--- src/rtl/fseq_pkg.sv ---
package fseq_pkg;

    typedef enum logic [2:0] {
        S_IDLE,
        S_SPACE,
        S_POLL_OP,
        S_POLL_ST,
        S_WREN_OP,
        S_CMD_OP,
        S_CMD_FILL
    } seq_state_t;

    typedef enum logic [1:0] {
        FR_POLL,
        FR_WREN,
        FR_CMD
    } frame_kind_t;

    localparam logic [7:0] OP_RD_STATUS = 8'h05;
    localparam logic [7:0] OP_WR_ENABLE = 8'h06;
    localparam logic [7:0] OP_WAKE      = 8'hAB;
    localparam logic [7:0] OP_FILLER    = 8'h00;
    localparam logic [7:0] WIP_MASK     = 8'h01;

endpackage

--- src/rtl/fseq_byte_shift.sv ---
module fseq_byte_shift #(
    parameter int HALF_CYC = 2
) (
    input  logic       clk,
    input  logic       rst_n,
    input  logic       start,
    input  logic [7:0] tx_byte,
    input  logic       miso,
    output logic       sck,
    output logic       mosi,
    output logic       done,
    output logic [7:0] rx_byte
);

    localparam int CW = $clog2(HALF_CYC + 1);
    localparam logic [CW-1:0] PH_LAST = CW'(HALF_CYC - 1);

    logic          active_q;
    logic          sck_q;
    logic          done_q;
    logic [CW-1:0] ph_q;
    logic [2:0]    bit_q;
    logic [7:0]    sh_q;
    logic [7:0]    rx_q;

    always_ff @(posedge clk or negedge rst_n) begin
        if (!rst_n) begin
            active_q <= 1'b0;
            sck_q    <= 1'b0;
            done_q   <= 1'b0;
            ph_q     <= '0;
            bit_q    <= '0;
            sh_q     <= '0;
            rx_q     <= '0;
        end else begin
            done_q <= 1'b0;
            if (!active_q) begin
                if (start) begin
                    active_q <= 1'b1;
                    sh_q     <= tx_byte;
                    ph_q     <= '0;
                    bit_q    <= '0;
                    sck_q    <= 1'b0;
                end
            end else if (ph_q == PH_LAST) begin
                ph_q <= '0;
                if (!sck_q) begin
                    sck_q <= 1'b1;
                    rx_q  <= {rx_q[6:0], miso};
                end else begin
                    sck_q <= 1'b0;
                    if (bit_q == 3'd7) begin
                        active_q <= 1'b0;
                        done_q   <= 1'b1;
                    end else begin
                        bit_q <= bit_q + 3'd1;
                        sh_q  <= {sh_q[6:0], 1'b0};
                    end
                end
            end else begin
                ph_q <= ph_q + CW'(1);
            end
        end
    end

    assign sck     = sck_q;
    assign mosi    = sh_q[7];
    assign done    = done_q;
    assign rx_byte = rx_q;

endmodule

--- src/rtl/fseq_space_timer.sv ---
module fseq_space_timer #(
    parameter int WIDTH = 8
) (
    input  logic             clk,
    input  logic             rst_n,
    input  logic             load,
    input  logic [WIDTH-1:0] load_val,
    output logic             zero
);

    logic [WIDTH-1:0] cnt_q;

    always_ff @(posedge clk or negedge rst_n) begin
        if (!rst_n) begin
            cnt_q <= '0;
        end else if (load) begin
            cnt_q <= load_val;
        end else if (cnt_q != '0) begin
            cnt_q <= cnt_q - WIDTH'(1);
        end
    end

    assign zero = (cnt_q == '0);

endmodule

--- src/rtl/flash_cmd_seq.sv ---
module flash_cmd_seq
    import fseq_pkg::*;
#(
    parameter int CLK_HZ       = 250_000_000,
    parameter int SCK_HALF_CYC = 2,
    parameter int POLL_TMO_CYC = 1_000_000,
    parameter int LEN_W        = 4
) (
    input  logic             clk,
    input  logic             rst_n,
    input  logic             act_req,
    input  logic             cmd_req,
    input  logic [7:0]       cmd_opcode,
    input  logic [LEN_W-1:0] cmd_len,
    input  logic             cmd_io2,
    input  logic             cmd_io3,
    input  logic             cmd_wip_wait,
    input  logic             cmd_wren,
    output logic             sck,
    output logic             cs_n,
    output logic             mosi,
    input  logic             miso,
    output logic             io2,
    output logic             io3,
    output logic             busy,
    output logic             ready_evt,
    output logic             timeout_err
);

    localparam int GAP_CYC   = 4 * SCK_HALF_CYC;
    localparam int QUIET_CYC = ((CLK_HZ / 1000) * 30 + 999) / 1000;
    localparam int SPACE_MAX = (QUIET_CYC > GAP_CYC) ? QUIET_CYC : GAP_CYC;
    localparam int SPC_W     = $clog2(SPACE_MAX + 1);
    localparam int TMO_W     = $clog2(POLL_TMO_CYC + 1);
    localparam logic [TMO_W-1:0] TMO_LIMIT = TMO_W'(POLL_TMO_CYC);
    localparam logic [LEN_W-1:0] LEN_ONE   = LEN_W'(1);

    seq_state_t       state_q, state_d;
    frame_kind_t      nxt_q, nxt_d;
    logic [LEN_W-1:0] rem_q, rem_d;

    logic [7:0]       op_q;
    logic [LEN_W-1:0] len_q;
    logic             io2_q, io3_q, wren_q, act_q;
    logic             busy_q, ready_q, err_q, cs_n_q;
    logic [TMO_W-1:0] tmo_q;

    logic             sh_start;
    logic [7:0]       sh_tx;
    logic             sh_done;
    logic [7:0]       sh_rx;
    logic             spc_zero;
    logic [SPC_W-1:0] spc_val;

    logic take_act, take_cmd, frame_go, frame_end, fin_ok, fin_err;
    logic stat_busy, tmo_hit, wake_frame;

    assign stat_busy  = |(sh_rx & WIP_MASK);
    assign tmo_hit    = (tmo_q >= TMO_LIMIT);
    assign wake_frame = (state_q == S_CMD_OP || state_q == S_CMD_FILL) && (op_q == OP_WAKE);
    assign spc_val    = wake_frame ? SPC_W'(QUIET_CYC) : SPC_W'(GAP_CYC);

    fseq_byte_shift #(
        .HALF_CYC (SCK_HALF_CYC)
    ) shift_i (
        .clk     (clk),
        .rst_n   (rst_n),
        .start   (sh_start),
        .tx_byte (sh_tx),
        .miso    (miso),
        .sck     (sck),
        .mosi    (mosi),
        .done    (sh_done),
        .rx_byte (sh_rx)
    );

    fseq_space_timer #(
        .WIDTH (SPC_W)
    ) space_i (
        .clk      (clk),
        .rst_n    (rst_n),
        .load     (frame_end),
        .load_val (spc_val),
        .zero     (spc_zero)
    );

    // State register
    always_ff @(posedge clk or negedge rst_n) begin
        if (!rst_n) begin
            state_q <= S_IDLE;
            nxt_q   <= FR_POLL;
            rem_q   <= '0;
        end else begin
            state_q <= state_d;
            nxt_q   <= nxt_d;
            rem_q   <= rem_d;
        end
    end

    // Next state and per-cycle strobes
    always_comb begin
        state_d   = state_q;
        nxt_d     = nxt_q;
        rem_d     = rem_q;
        take_act  = 1'b0;
        take_cmd  = 1'b0;
        frame_go  = 1'b0;
        frame_end = 1'b0;
        fin_ok    = 1'b0;
        fin_err   = 1'b0;
        sh_start  = 1'b0;
        sh_tx     = OP_FILLER;
        unique case (state_q)
            S_IDLE: begin
                if (act_req) begin
                    take_act = 1'b1;
                    nxt_d    = FR_POLL;
                    state_d  = S_SPACE;
                end else if (cmd_req) begin
                    take_cmd = 1'b1;
                    if (cmd_wip_wait)  nxt_d = FR_POLL;
                    else if (cmd_wren) nxt_d = FR_WREN;
                    else               nxt_d = FR_CMD;
                    state_d = S_SPACE;
                end
            end
            S_SPACE: begin
                if (spc_zero) begin
                    frame_go = 1'b1;
                    sh_start = 1'b1;
                    unique case (nxt_q)
                        FR_POLL: begin
                            sh_tx   = OP_RD_STATUS;
                            state_d = S_POLL_OP;
                        end
                        FR_WREN: begin
                            sh_tx   = OP_WR_ENABLE;
                            state_d = S_WREN_OP;
                        end
                        default: begin
                            sh_tx   = op_q;
                            state_d = S_CMD_OP;
                        end
                    endcase
                end
            end
            S_POLL_OP: begin
                if (sh_done) begin
                    sh_start = 1'b1;
                    sh_tx    = OP_FILLER;
                    state_d  = S_POLL_ST;
                end
            end
            S_POLL_ST: begin
                if (sh_done) begin
                    frame_end = 1'b1;
                    if (!stat_busy) begin
                        if (act_q) begin
                            fin_ok  = 1'b1;
                            state_d = S_IDLE;
                        end else begin
                            nxt_d   = wren_q ? FR_WREN : FR_CMD;
                            state_d = S_SPACE;
                        end
                    end else if (tmo_hit) begin
                        fin_err = 1'b1;
                        state_d = S_IDLE;
                    end else begin
                        nxt_d   = FR_POLL;
                        state_d = S_SPACE;
                    end
                end
            end
            S_WREN_OP: begin
                if (sh_done) begin
                    frame_end = 1'b1;
                    nxt_d     = FR_CMD;
                    state_d   = S_SPACE;
                end
            end
            S_CMD_OP: begin
                if (sh_done) begin
                    if (len_q <= LEN_ONE) begin
                        frame_end = 1'b1;
                        fin_ok    = 1'b1;
                        state_d   = S_IDLE;
                    end else begin
                        sh_start = 1'b1;
                        sh_tx    = OP_FILLER;
                        rem_d    = len_q - LEN_ONE;
                        state_d  = S_CMD_FILL;
                    end
                end
            end
            S_CMD_FILL: begin
                if (sh_done) begin
                    if (rem_q == LEN_ONE) begin
                        frame_end = 1'b1;
                        fin_ok    = 1'b1;
                        state_d   = S_IDLE;
                    end else begin
                        sh_start = 1'b1;
                        sh_tx    = OP_FILLER;
                        rem_d    = rem_q - LEN_ONE;
                    end
                end
            end
            default: begin
                state_d = S_IDLE;
            end
        endcase
    end

    // Registered outputs and request latches
    always_ff @(posedge clk or negedge rst_n) begin
        if (!rst_n) begin
            op_q    <= '0;
            len_q   <= LEN_ONE;
            io2_q   <= 1'b1;
            io3_q   <= 1'b1;
            wren_q  <= 1'b0;
            act_q   <= 1'b0;
            busy_q  <= 1'b0;
            ready_q <= 1'b0;
            err_q   <= 1'b0;
            cs_n_q  <= 1'b1;
            tmo_q   <= '0;
        end else begin
            ready_q <= fin_ok;
            err_q   <= fin_err;
            if (take_act || take_cmd) begin
                busy_q <= 1'b1;
                act_q  <= take_act;
                op_q   <= cmd_opcode;
                len_q  <= (cmd_len == '0) ? LEN_ONE : cmd_len;
                io2_q  <= take_act ? 1'b1 : cmd_io2;
                io3_q  <= take_act ? 1'b1 : cmd_io3;
                wren_q <= cmd_wren;
                tmo_q  <= '0;
            end else begin
                if (fin_ok || fin_err) busy_q <= 1'b0;
                if (busy_q && !tmo_hit) tmo_q <= tmo_q + TMO_W'(1);
            end
            if (frame_go)       cs_n_q <= 1'b0;
            else if (frame_end) cs_n_q <= 1'b1;
        end
    end

    assign cs_n        = cs_n_q;
    assign busy        = busy_q;
    assign ready_evt   = ready_q;
    assign timeout_err = err_q;
    assign io2         = busy_q ? io2_q : 1'b1;
    assign io3         = busy_q ? io3_q : 1'b1;

endmodule

--- config.mk ---
export PLATFORM = sky130hd
export DESIGN_NAME = flash_cmd_seq
export DESIGN_NICKNAME = d
export VERILOG_FILES = /design/src/rtl/fseq_pkg.sv /design/src/rtl/fseq_byte_shift.sv /design/src/rtl/fseq_space_timer.sv /design/src/rtl/flash_cmd_seq.sv
export SDC_FILE = /design/constraint.sdc
export NUM_CORES = 1
export LEC_CHECK = 0
export BUFFER_PORTS_ARGS = -buffer_cell sky130_fd_sc_hd__buf_2
export CORE_AREA = 2 2 96 98
export DETAILED_ROUTE_END_ITERATION = 8
export DIE_AREA = 0 0 98 100
export GPL_TIMING_DRIVEN = 1
export PLACE_DENSITY = 0.69
export SYNTH_ARGS = -nofsm -noshare
export SYNTH_HDL_FRONTEND = slang
export SYNTH_SLANG_ARGS = --single-unit
--- constraint.sdc ---
create_clock -name clk -period 3.55 [get_ports clk]
set_clock_uncertainty 0.2 [all_clocks]
set_input_delay 0.5325 -clock clk [delete_from_list [all_inputs] [get_ports clk]]
set_output_delay 0.5325 -clock clk [all_outputs]
set_load 0.1 [all_outputs]
After elaboration in Yosys (flattened, before gate mapping) --
Index checks and enable logic that the tools add are counted. W data, S select, Z words.
Word-level totals: bits of input ports 21, bits in registers 79, logic and storage cells 182, output and inout bits 8
Cells by class: order comparisons 2, multiplexer cells 100, add/subtract/negate cells 6, bitwise operators 1, reductions and logical operators 25, eq/ne operators 26
Operators with widths (count):
- $mux W8 | 7
- $mux W1 | 47
- $mux W3 | 15
- $mux W20 | 2
- $mux W13 | 3
- $mux W2 | 13
- $pmux W3 S7 | 1
- $add A20 B1 Y20 const B | 1
- $ge A20 B20 Y1 const B | 1
- $mux W4 | 5
- $pmux W8 S2 | 1
- $ne A2 B1 Y1 const B | 7
- $logic_not A13 Y1 | 1
- $reduce_bool A13 Y1 | 1
- $sub A13 B1 Y13 const B | 1
- $eq A3 B3 Y1 const B | 4
- $reduce_bool A2 Y1 | 6
- $ne A2 B2 Y1 const B | 5
- $eq A8 B8 Y1 const B | 1
- $pmux W4 S2 | 1
- $reduce_and A8 Y1 | 1
- $sub A4 B1 Y4 const B | 2
- $eq A3 B2 Y1 const B | 2
- $ne A3 B3 Y1 const B | 2
- other kinds (25) | 30

Longest topological paths before layout --
Gate-level depths: netlist of run 1.
depth after elaboration 8, mapped depth 8, depth with buffers taken out 7

Cells and area by module --
From an unflattened synthesis of run 1, not the netlist that was laid out.
Unflattened totals: cells, all modules 471, area, all modules 4665.7 um^2
By module, submodules not included:
- flash_cmd_seq | sequential area each 1231.2 um^2, times used 1, cells an instance 309, area each 2824.0 um^2
- fseq_byte_shift | sequential area each 600.6 um^2, times used 1, cells an instance 80, area each 1074.8 um^2
- fseq_space_timer | sequential area each 325.3 um^2, times used 1, cells an instance 82, area each 767.0 um^2

Least setup slack after synthesis of run 1 --
No wires, ideal clock.
kind reg2reg, start reg space_i.cnt_q[0], end reg shift_i.sh_q[7], clock period less this slack 2530 ps, stages on the path, launching flop included 8, slack 1020 ps, arrival 2201 ps, setup time 128 ps, data required time 3222 ps, cells stage by stage dfrtp_1 inv_1 ha_1 or4b_1 or4_4 a31oi_4 nor2_2 mux2_1
Between the ends: cells in the longest elaborated chain, start to end 5, elaborated cells on any way between the ends 9, classes of those cells mux (6); reduce/logical (3)
RTL lines:
- start, declared | RTL line fseq_space_timer.sv:11 | logic [WIDTH-1:0] cnt_q;
- start signal, assigned | RTL line fseq_space_timer.sv:17 | cnt_q <= load_val;
- start signal, assigned | RTL line fseq_space_timer.sv:19 | cnt_q <= cnt_q - WIDTH'(1);
- $logic_not A13 Y1 (*) | RTL line fseq_space_timer.sv:23 | assign zero = (cnt_q == '0);
- $mux W1 / $mux W8 (equally long branches) | RTL line flash_cmd_seq.sv:128 | if (spc_zero) begin
- $pmux W1 S4 / $mux W8 (equally long branches)
- $reduce_bool A2 Y1 (no source line) / $mux W8 (equally long branches)
- $reduce_and A4 Y1 (no source line) / $mux W8 (equally long branches)
- end signal, assigned | RTL line fseq_byte_shift.sv:40 | sh_q <= tx_byte;
- end signal, assigned | RTL line fseq_byte_shift.sv:57 | sh_q <= {sh_q[6:0], 1'b0};
- end, declared | RTL line fseq_byte_shift.sv:23 | logic [7:0] sh_q;
Mark *: on every way between the ends. The rest lies on a longest branch, timed or not. The select of a mux whose other input is x is not followed. A chain may end at the register's enable or synchronous reset.

Worst setup path in the final report of run 1 --
start reg state_q[1], end reg shift_i.sh_q[7]
Between the ends: cells in the longest elaborated chain, start to end 4, elaborated cells on any way between the ends 10, classes of those cells eq/ne (4); mux (4); reduce/logical (2)
RTL lines:
- start, declared | RTL line flash_cmd_seq.sv:38 | seq_state_t state_q, state_d;
- start signal, assigned | RTL line flash_cmd_seq.sv:94 | state_q <= state_d;
- $eq A3 B3 Y1 (tied with other cells) | RTL line flash_cmd_seq.sv:113 | unique case (state_q)
- $pmux W1 S4 / $mux W8 (equally long branches)
- $reduce_bool A2 Y1 (no source line) / $mux W8 (equally long branches)
- $reduce_and A4 Y1 (no source line) / $mux W8 (equally long branches)
Parallel ways exist; a longest one is shown, timed or not. The select of a mux whose other input is x is not followed.

==> results.toml, run 1 <==
[status]
outcome = "finished, final reports clean"

[routing]
drtIter0Drc = 214
drt-wirelength-per-cell_um = 15.3
drt-total-wl_mm = 9.24
antenna_left = 0
num_vias = 3450
drc = 0
vias_per_cell = 5.72
dr.pass1.iters = 5

[power_and_ir_drop]
p_clk_frac = 0.439
power_density_nw_per_um2 = 349
p_sw_frac = 0.207
seq_power_share = 0.541
ir_worst_vdd_v = 0.000207
p_int_mw = 1.32
leakage_nw = 2.28
power_switching_mw = 0.345
combPwrFrac = 0.021

[yosys]
syn_area_um2 = 4290
ys.flop_type = "dfrtp_1"
synth_edf_count = 0
seq_area_frac_synth = 0.462
yosys.area.top_type = "dfrtp_1"
postSynthAreaPerCell_um2 = 9.35
syn_nets = 490
synthArstFlopShare = 1.00
syn_inst = 459
synth_seq_cells = 79
netlist_top_cells_count = "75 x dfrtp_1, 50 x nand2_1, 42 x nor2_1"
yosysMostFrequentCell = "dfrtp_1"
ys_warn_count = 0
synth.top_cell.area_share = 0.437
synth.distinct_cells = 59
synth.area.top_cells = "dfrtp_1 44%, nand2_1 4.4%, nor2_1 3.7%"

[run]
maxCapViolCount = 0

[timing]
period_minus_slack_ps = 2730
finalHoldViolCount = 0
setup_violations = 0
tightest_slew_ps = 1000
setup_ws_ps = 824
slew_viol_final = 0
fmax_ghz = 0.367
final.setup.tns_ps = 0
relSlewSlack = 0.333
rsz0062_at_grt = "false"
fin_crit_sh = 0.768

[setup_path]
end_kind = "register"
cp-start-kind = "register"
cp_max_fo = 17
crit_path_cell_trace = "or3b_2 -> or4_4 -> a31oi_4 -> nor2_2 -> mux2_1"
critPathMaxStageDelay_ps = 580
crit_family = "simple AND/OR/NAND/NOR gates"
crit_type = "reg -> reg"
crit_buf_inv = 0
critPathRequiredTime_ps = 3580
worst_path_max_delay_cell = "or3b_2"
critical_path_arrival_ps = 2750

[die]
initial_utilization = 0.483
dieArea_um2 = 9800
die-width_um = 98
row_count = 35
die-height_um = 100
ioPinCount = 29
coreArea_um2 = 8890

[global_routing]
first_global_vias = 3333
grt_max_degree = 80
grt.overflow.total = 0
grt_first_pass_wirelength_mm = 15.9
antenna_found_initial = 0
track_usage = 0.199

[cells_and_area]
final_cells = 603
drive_gt1_frac = 0.161
nNetsFinal = 519
diodes = 0
multi_input_area_um2 = 2170
regArea_um2 = 1980
fillers = 796
syn_to_final_growth_pct = 11.1

[cts]
clk_pin_slew_ps = 80
cts_buffer_depth = 2
clock_sink_count = 79
h-tree-depth = 3
clk_latency_ps = 350
root_buffer = "clkbuf_8"
post_cts_resize_count = 0
hold_buffers = 0
cts_tree = "built"
cts_setup_buffers = 0
numCtsBuffers = 9

[placed_design]
portBuffers = 28
dp_hpwl_mm = 6.59
dp_slack_ps = 864
dp_cells = 588
place.gp.congestion = 0.844

[hold_path]
hold_path.class = "in -> async"
==> state kept, by name, indices dropped and copies added (netlist names), 2 cells and up <==
register       count
len_q              4
rem_q              4
tmo_q             20
shift_i.ph_q       2
shift_i.bit_q      3
nxt_q              2
state_q            3
op_q               8
space_i.cnt_q     13
shift_i.sh_q       8
==> cells in the final DEF (no fill, tap or decap), types with 5 or more instances in the layout <==
master and count:
o211ai_1 5, nor2b_1 6, mux2_2 12, inv_1 22
xnor2_1 15, buf_2 27, o31ai_1 5, nor4_1 6
a211oi_1 7, clkbuf_8 10, xor2_1 5, nor3_1 12
nand2b_1 8, o21ai_0 26, ha_1 10, dfrtp_1 75
nor2_1 42, nand2_1 50, a21oi_1 25, nand3_1 21
mux2i_1 9, buf_4 7, nand4_1 10
==> per-stage QoR <==
stage	utilization	instance area, µm²	power [mW]	hold WS, ps
5_1_grt	0.537	4770	1.72	178
3_3_place_gp	0.513	4560	0.951	241
3_5_place_dp	0.513	4560	0.953	255
2_1_floorplan	-	4290	0.920	36.9
6_report	0.537	4770	1.66	150
4_1_cts	0.537	4770	1.68	181
==> power by group through the flow <==
stage,sequential [mW],combinational (mW),clock (mW)
after floorplan,0.917,0.00242,0
after global placement,0.917,0.0344,0
after detailed placement,0.917,0.0356,0
after CTS,0.899,0.0356,0.748
after global routing,0.899,0.0401,0.783
final,0.899,0.0342,0.729
==> cell families after synthesis <==
| group | share of synthesized area |
|---|---|
| buffers and inverters | 0.0338 |
| muxes | 0.0577 |
| xor gates and xnor gates | 0.0408 |
| AOI/OAI and AO/OA | 0.161 |
| DFF | 0.462 |
| adders and majority gates | 0.0291 |
| and+or+nand+nor | 0.216 |
==> final timing paths <==
check / startpoint / endpoint / slack [ps] / depth (start not counted)
setup reg to reg: state_q[1] / shift_i.sh_q[7] / 820 / 5
max in group asynchronous: rst_n / space_i.cnt_q[6] / 2360 / 1
hold reg to reg: io2_q / io2_q / 260 / 2
min in group clk: cmd_opcode[0] / op_q[0] / 200 / 3
setup / recovery: state_q[1] / shift_i.sh_q[7] / 820 / 5
hold / removal: rst_n / len_q[1] / 150 / 1
==> layout make-up <==
class | instances | share of cell area
repair buffers | 34 | 0.0393
flip-flops and latches | 79 | 0.415
clock buffers | 11 | 0.0296
clock inverters | 4 | 0.0147
multi-input cells | 342 | 0.454
inverters | 22 | 0.0173
well taps | 111 | 0.0291
==> per-layer routing <==
metal / up-vias / GRT usage / part of all wire
li1: 1699 / - / -
met1: 1659 / 0.284 / 0.49
met2: 86 / 0.308 / 0.45
met3: 6 / 0.0439 / 0.050
met4: 0 / 0.0609 / 0.0094
met5: - / 0 / 0
(Power assumes the default switching activity.)
==> run 2, diff against run 1 <==
clock period = 2.76 ns   (was 3.55 ns; I/O delays follow)
==> results.toml, run 2 (synthesized netlist as in run 1, its figures left out) <==
[status]
outcome = "finished, final reports clean"

[cts]
root_buffer = "clkbuf_8"
clk_latency_ps = 350
cts_tree = "built"
clk_pin_slew_ps = 80
cts_buffer_depth = 2
clock_sink_count = 79
numCtsBuffers = 9
h-tree-depth = 3

[global_routing]
antenna_found_initial = 0
track_usage = 0.205
grt.overflow.total = 0
grt_max_degree = 43
first_global_vias = 3499
grt_first_pass_wirelength_mm = 16.3

[cells_and_area]
final_common_cell = "dfrtp_1"
design_area_um2 = 4860
largest_reg_flops = 20
nNetsFinal = 530
drive_gt1_frac = 0.181
largest_register = "tmo_q"
largestRegisters = "tmo_q: 20 flops, space_i.cnt_q: 13 flops"
layout_common_cells = "75 x dfrtp_1, 50 x nand2_1, 42 x nor2_1, 27 x buf_2, 26 x o21ai_0"
syn_to_final_growth_pct = 13.3
diodes = 0
final_util = 0.547

[routing]
vias_per_cell = 5.72
num_vias = 3515
antenna_left = 0
drtIter0Drc = 184
dr.pass1.iters = 5
drt-total-wl_mm = 9.64
drc = 0
drt-wirelength-per-cell_um = 15.7

[timing]
rsz0062_at_grt = "false"
relSlewSlack = 0.523
setup_violations = 0
fin_crit_sh = 0.945
tightest_slew_ps = 710
finalHoldViolCount = 0
slew_viol_final = 0
period_minus_slack_ps = 2610
setup_ws_ps = 153
final.setup.tns_ps = 0
fmax_ghz = 0.384

[power_and_ir_drop]
power_switching_mw = 0.459
power_density_nw_per_um2 = 431
ir_worst_vdd_v = 0.000210
p_int_mw = 1.64
leakage_nw = 2.34
p_clk_frac = 0.426
p_total_mw = 2.10
p_sw_frac = 0.219
combPwrFrac = 0.023
seq_power_share = 0.551

[die]
die-width_um = 98
row_count = 35
die-height_um = 100
initial_utilization = 0.483
coreArea_um2 = 8890
ioPinCount = 29
dieArea_um2 = 9800

[setup_path]
end_kind = "register"
cp-start-kind = "register"
crit_type = "reg -> reg"
crit_family = "simple AND/OR/NAND/NOR gates"
critical_path_arrival_ps = 2640
critPathRequiredTime_ps = 2790
cp_max_fo = 4
crit_path_cell_trace = "inv_1 -> ha_1 -> or4b_1 -> or4_4 -> a31oi_4 -> nor2_2 -> mux2_1"
crit_buf_inv = 1
reg2reg_slack_ps = 150
worst_path_max_delay_cell = "or4_4"
r2r_cells = 7
critPathMaxStageDelay_ps = 560
cp_num_cells = 7

[hold_path]
hold_path.class = "in -> reg"
hold_path_depth = 3

[placed_design]
dpl_cell_area_um2 = 4650
dp_slack_ps = 181
place.gp.congestion = 0.892
portBuffers = 28
dp_hpwl_mm = 6.93

[run]
maxCapViolCount = 0
## run 2: cell count changes in the layout (fill, tap and decap cells not counted), sizes merged
cell / previous run / this run
clkinv: 2 / 3
dlygate4sd3: 0 / 1
buf: 34 / 44
bufinv: 2 / 1
clkinvlp: 0 / 1
## run 2: cell type report
class | instances | area, µm²
Inverter | 22 | 82.6
Fill cell | 817 | 4030
Clock buffer | 11 | 151
Sequential cell | 79 | 1980
Tap cell | 111 | 139
Clock inverter | 5 | 56.3
Timing Repair Buffer | 45 | 285
Multi-Input combinational cell | 342 | 2170
## run 2: power by group through the flow
stage / Sequential (mW) / Combinational, mW / Clock (mW)
floorplan: 1.18 / 0.00312 / 0
global placement: 1.18 / 0.0483 / 0
detailed placement: 1.18 / 0.0494 / 0
CTS: 1.16 / 0.0506 / 0.915
global route: 1.16 / 0.0563 / 0.958
finish: 1.16 / 0.0485 / 0.893
## run 2: layer usage
metal / global-route usage / vias to the layer above / routed length [µm]
met1: 0.285 / 1713 / 4540
met3: 0.0453 / 9 / 508
met4: 0.0652 / 0 / 120
met2: 0.321 / 74 / 4470
met5: 0 / - / 0
li1: - / 1719 / -
## run 2: repair_timing
| item | 4_1_cts | 5_1_grt |
|---|---|---|
| hold buffers | 1 | 0 |
| buffers inserted | 0 | 0 |
| gates resized for setup | 0 | 0 |
| endpoints found under the hold margin | 38 | 0 |
## run 2: worst paths after layout
check,from,to
setup / recovery,space_i.cnt_q[0],shift_i.sh_q[7]
hold / removal,cmd_opcode[2],op_q[2]
setup reg to reg,space_i.cnt_q[0],shift_i.sh_q[7]
hold reg to reg,io2_q,io2_q
max in group asynchronous,rst_n,cs_n
min in group asynchronous,rst_n,rem_q[0]
## run 2: metrics by stage
| step | cells | hold WS (ps) |
|---|---|---|
| after global placement | 598 | 239 |
| after detailed placement | 598 | 245 |
| after CTS | 615 | 62.8 |
| after global routing | 615 | 61.8 |
| final | 615 | 74.7 |
| after floorplan | 459 | -81.6 |
## run 2: worst register-to-register path: stages, from the launching register on
cell	delay (ps)
dfrtp_1	420
inv_1	100
ha_1	160
or4b_1	440
or4_4	560
a31oi_4	210
nor2_2	80
mux2_1	330
==> run 3, diff against run 2 <==
==> constraint.sdc (replaced) <==
create_clock -name clk -period 2.76 [get_ports clk]
set_clock_uncertainty 0.2 [all_clocks]
set_input_delay 0.276 -clock clk [delete_from_list [all_inputs] [get_ports clk]]
set_output_delay 0.276 -clock clk [all_outputs]
set_load 0.1 [all_outputs]
==> results.toml, run 3 (synthesized netlist as in run 1, its figures left out) <==
[status]
outcome = "finished, final reports clean"

[setup_path]
cp_max_fo = 4
timing.rr.end = "shift_i.sh_q[7]"
cp-start-kind = "register"
r2r_start = "space_i.cnt_q[0]"
critical_path_arrival_ps = 2630
reg2reg_slack_ps = 170
crit_type = "reg -> reg"
end_kind = "register"
critPathRequiredTime_ps = 2800
r2r_cells = 7
cp-startpoint = "space_i.cnt_q[0]"

[cts]
cts_setup_buffers = 0
cts_tree = "built"
clock_sink_count = 79
cts_buffer_depth = 2
root_buffer = "clkbuf_8"
clk_pin_slew_ps = 80
h-tree-depth = 3
clk_latency_ps = 360
numCtsBuffers = 9

[power_and_ir_drop]
p_total_mw = 2.08
ir_worst_vdd_v = 0.000204
power_density_nw_per_um2 = 417
leakage_nw = 2.39

[cells_and_area]
syn_to_final_growth_pct = 16.4
final_common_cell = "dfrtp_1"
layout_common_cells = "75 x dfrtp_1, 50 x nand2_1, 42 x nor2_1, 27 x buf_2, 26 x o21ai_0"
largest_reg_flops = 20
largestRegisters = "tmo_q: 20 flops, space_i.cnt_q: 13 flops"
final_util = 0.562
diodes = 0
drive_gt1_frac = 0.173
nNetsFinal = 546
largest_register = "tmo_q"

[placed_design]
portBuffers = 28
place.gp.congestion = 0.882
dp_hpwl_mm = 6.80

[routing]
drtIter0Drc = 193
antenna_left = 0
num_vias = 3677
drt-wirelength-per-cell_um = 15.3
drc = 0
dr.pass1.iters = 5
vias_per_cell = 5.83
drt-total-wl_mm = 9.64

[timing]
fin_crit_sh = 0.937
final.setup.tns_ps = 0
relSlewSlack = 0.537
period_minus_slack_ps = 2590
rsz0062_at_grt = "false"
finalHoldViolCount = 0
slew_viol_final = 0
fmax_ghz = 0.387
setup_violations = 0
tightest_slew_ps = 687

[global_routing]
grt_max_degree = 45
track_usage = 0.209
grt_first_pass_wirelength_mm = 16.4
antenna_found_initial = 0
grt.overflow.total = 0
first_global_vias = 3435

[die]
initial_utilization = 0.483
dieArea_um2 = 9800
die-width_um = 98
ioPinCount = 29
row_count = 35
die-height_um = 100
coreArea_um2 = 8890

[hold_path]
hold_path.class = "in -> reg"
whs_endpoint = "act_q"
min_from = "cmd_req"
hold_path_depth = 3

[run]
maxCapViolCount = 0
run 3: cell count changes in the layout (fill, tap and decap cells not counted):
cell	change
buf_12	-1
buf_4	+2
clkbuf_1	+2
dlygate4sd3_1	+15
clkinv_4	-1
clkbuf_8	-1
run 3: through the flow:
stage,hold slack (ps),setup slack (ps),area (µm²),std cells
2_1_floorplan,-220,230,4290,459
3_3_place_gp,111,235,4640,599
3_5_place_dp,114,191,4640,599
4_1_cts,12.8,161,4990,631
5_1_grt,22.5,61.1,4990,631
6_report,26.5,173,4990,631
run 3: cell type report:
cell class | instances | area, µm²
sequential | 79 | 1980
tap | 111 | 139
clock buffer | 12 | 145
multi-input combinational | 342 | 2170
fill | 773 | 3890
timing repair buffer | 61 | 430
inverter | 22 | 82.6
clock inverter | 4 | 47.5
run 3: worst max-delay path by stage:
stage                           end  slack, ps  depth (start not counted)
floorplan           shift_i.sh_q[7]        230                          7
global placement    shift_i.sh_q[7]        230                          7
detailed placement  shift_i.sh_q[1]        190                          7
CTS                 shift_i.sh_q[7]        160                          7
global route        shift_i.sh_q[7]         60                          7
finish              shift_i.sh_q[7]        170                          7
run 3: worst max-delay path: stages (launching register included):
cell	delay (ps)
dfrtp_1	420
inv_1	100
ha_1	150
or4b_1	430
or4_4	550
a31oi_4	210
nor2_2	80
mux2_1	330
run 3: power by group:
part	internal [mW]	total, mW	switching [mW]
clock	0.440	0.862	0.422
sequential	1.16	1.16	0
combinational	0.0286	0.0643	0.0357
run 3: routing by layer:
| layer | routed length [µm] | global-route usage | share of wire | vias up |
|---|---|---|---|---|
| met5 | 0 | 0 | 0 | - |
| li1 | - | - | - | 1757 |
| met3 | 517 | 0.0460 | 0.054 | 22 |
| met2 | 4360 | 0.322 | 0.45 | 112 |
| met1 | 4520 | 0.290 | 0.47 | 1786 |
| met4 | 240 | 0.0833 | 0.025 | 0 |
run 3: repair_timing:
action	CTS	global route
hold buffers	16	0
resized for setup	0	0
hold endpoints to repair	55	0
setup endpoints to repair	0	0
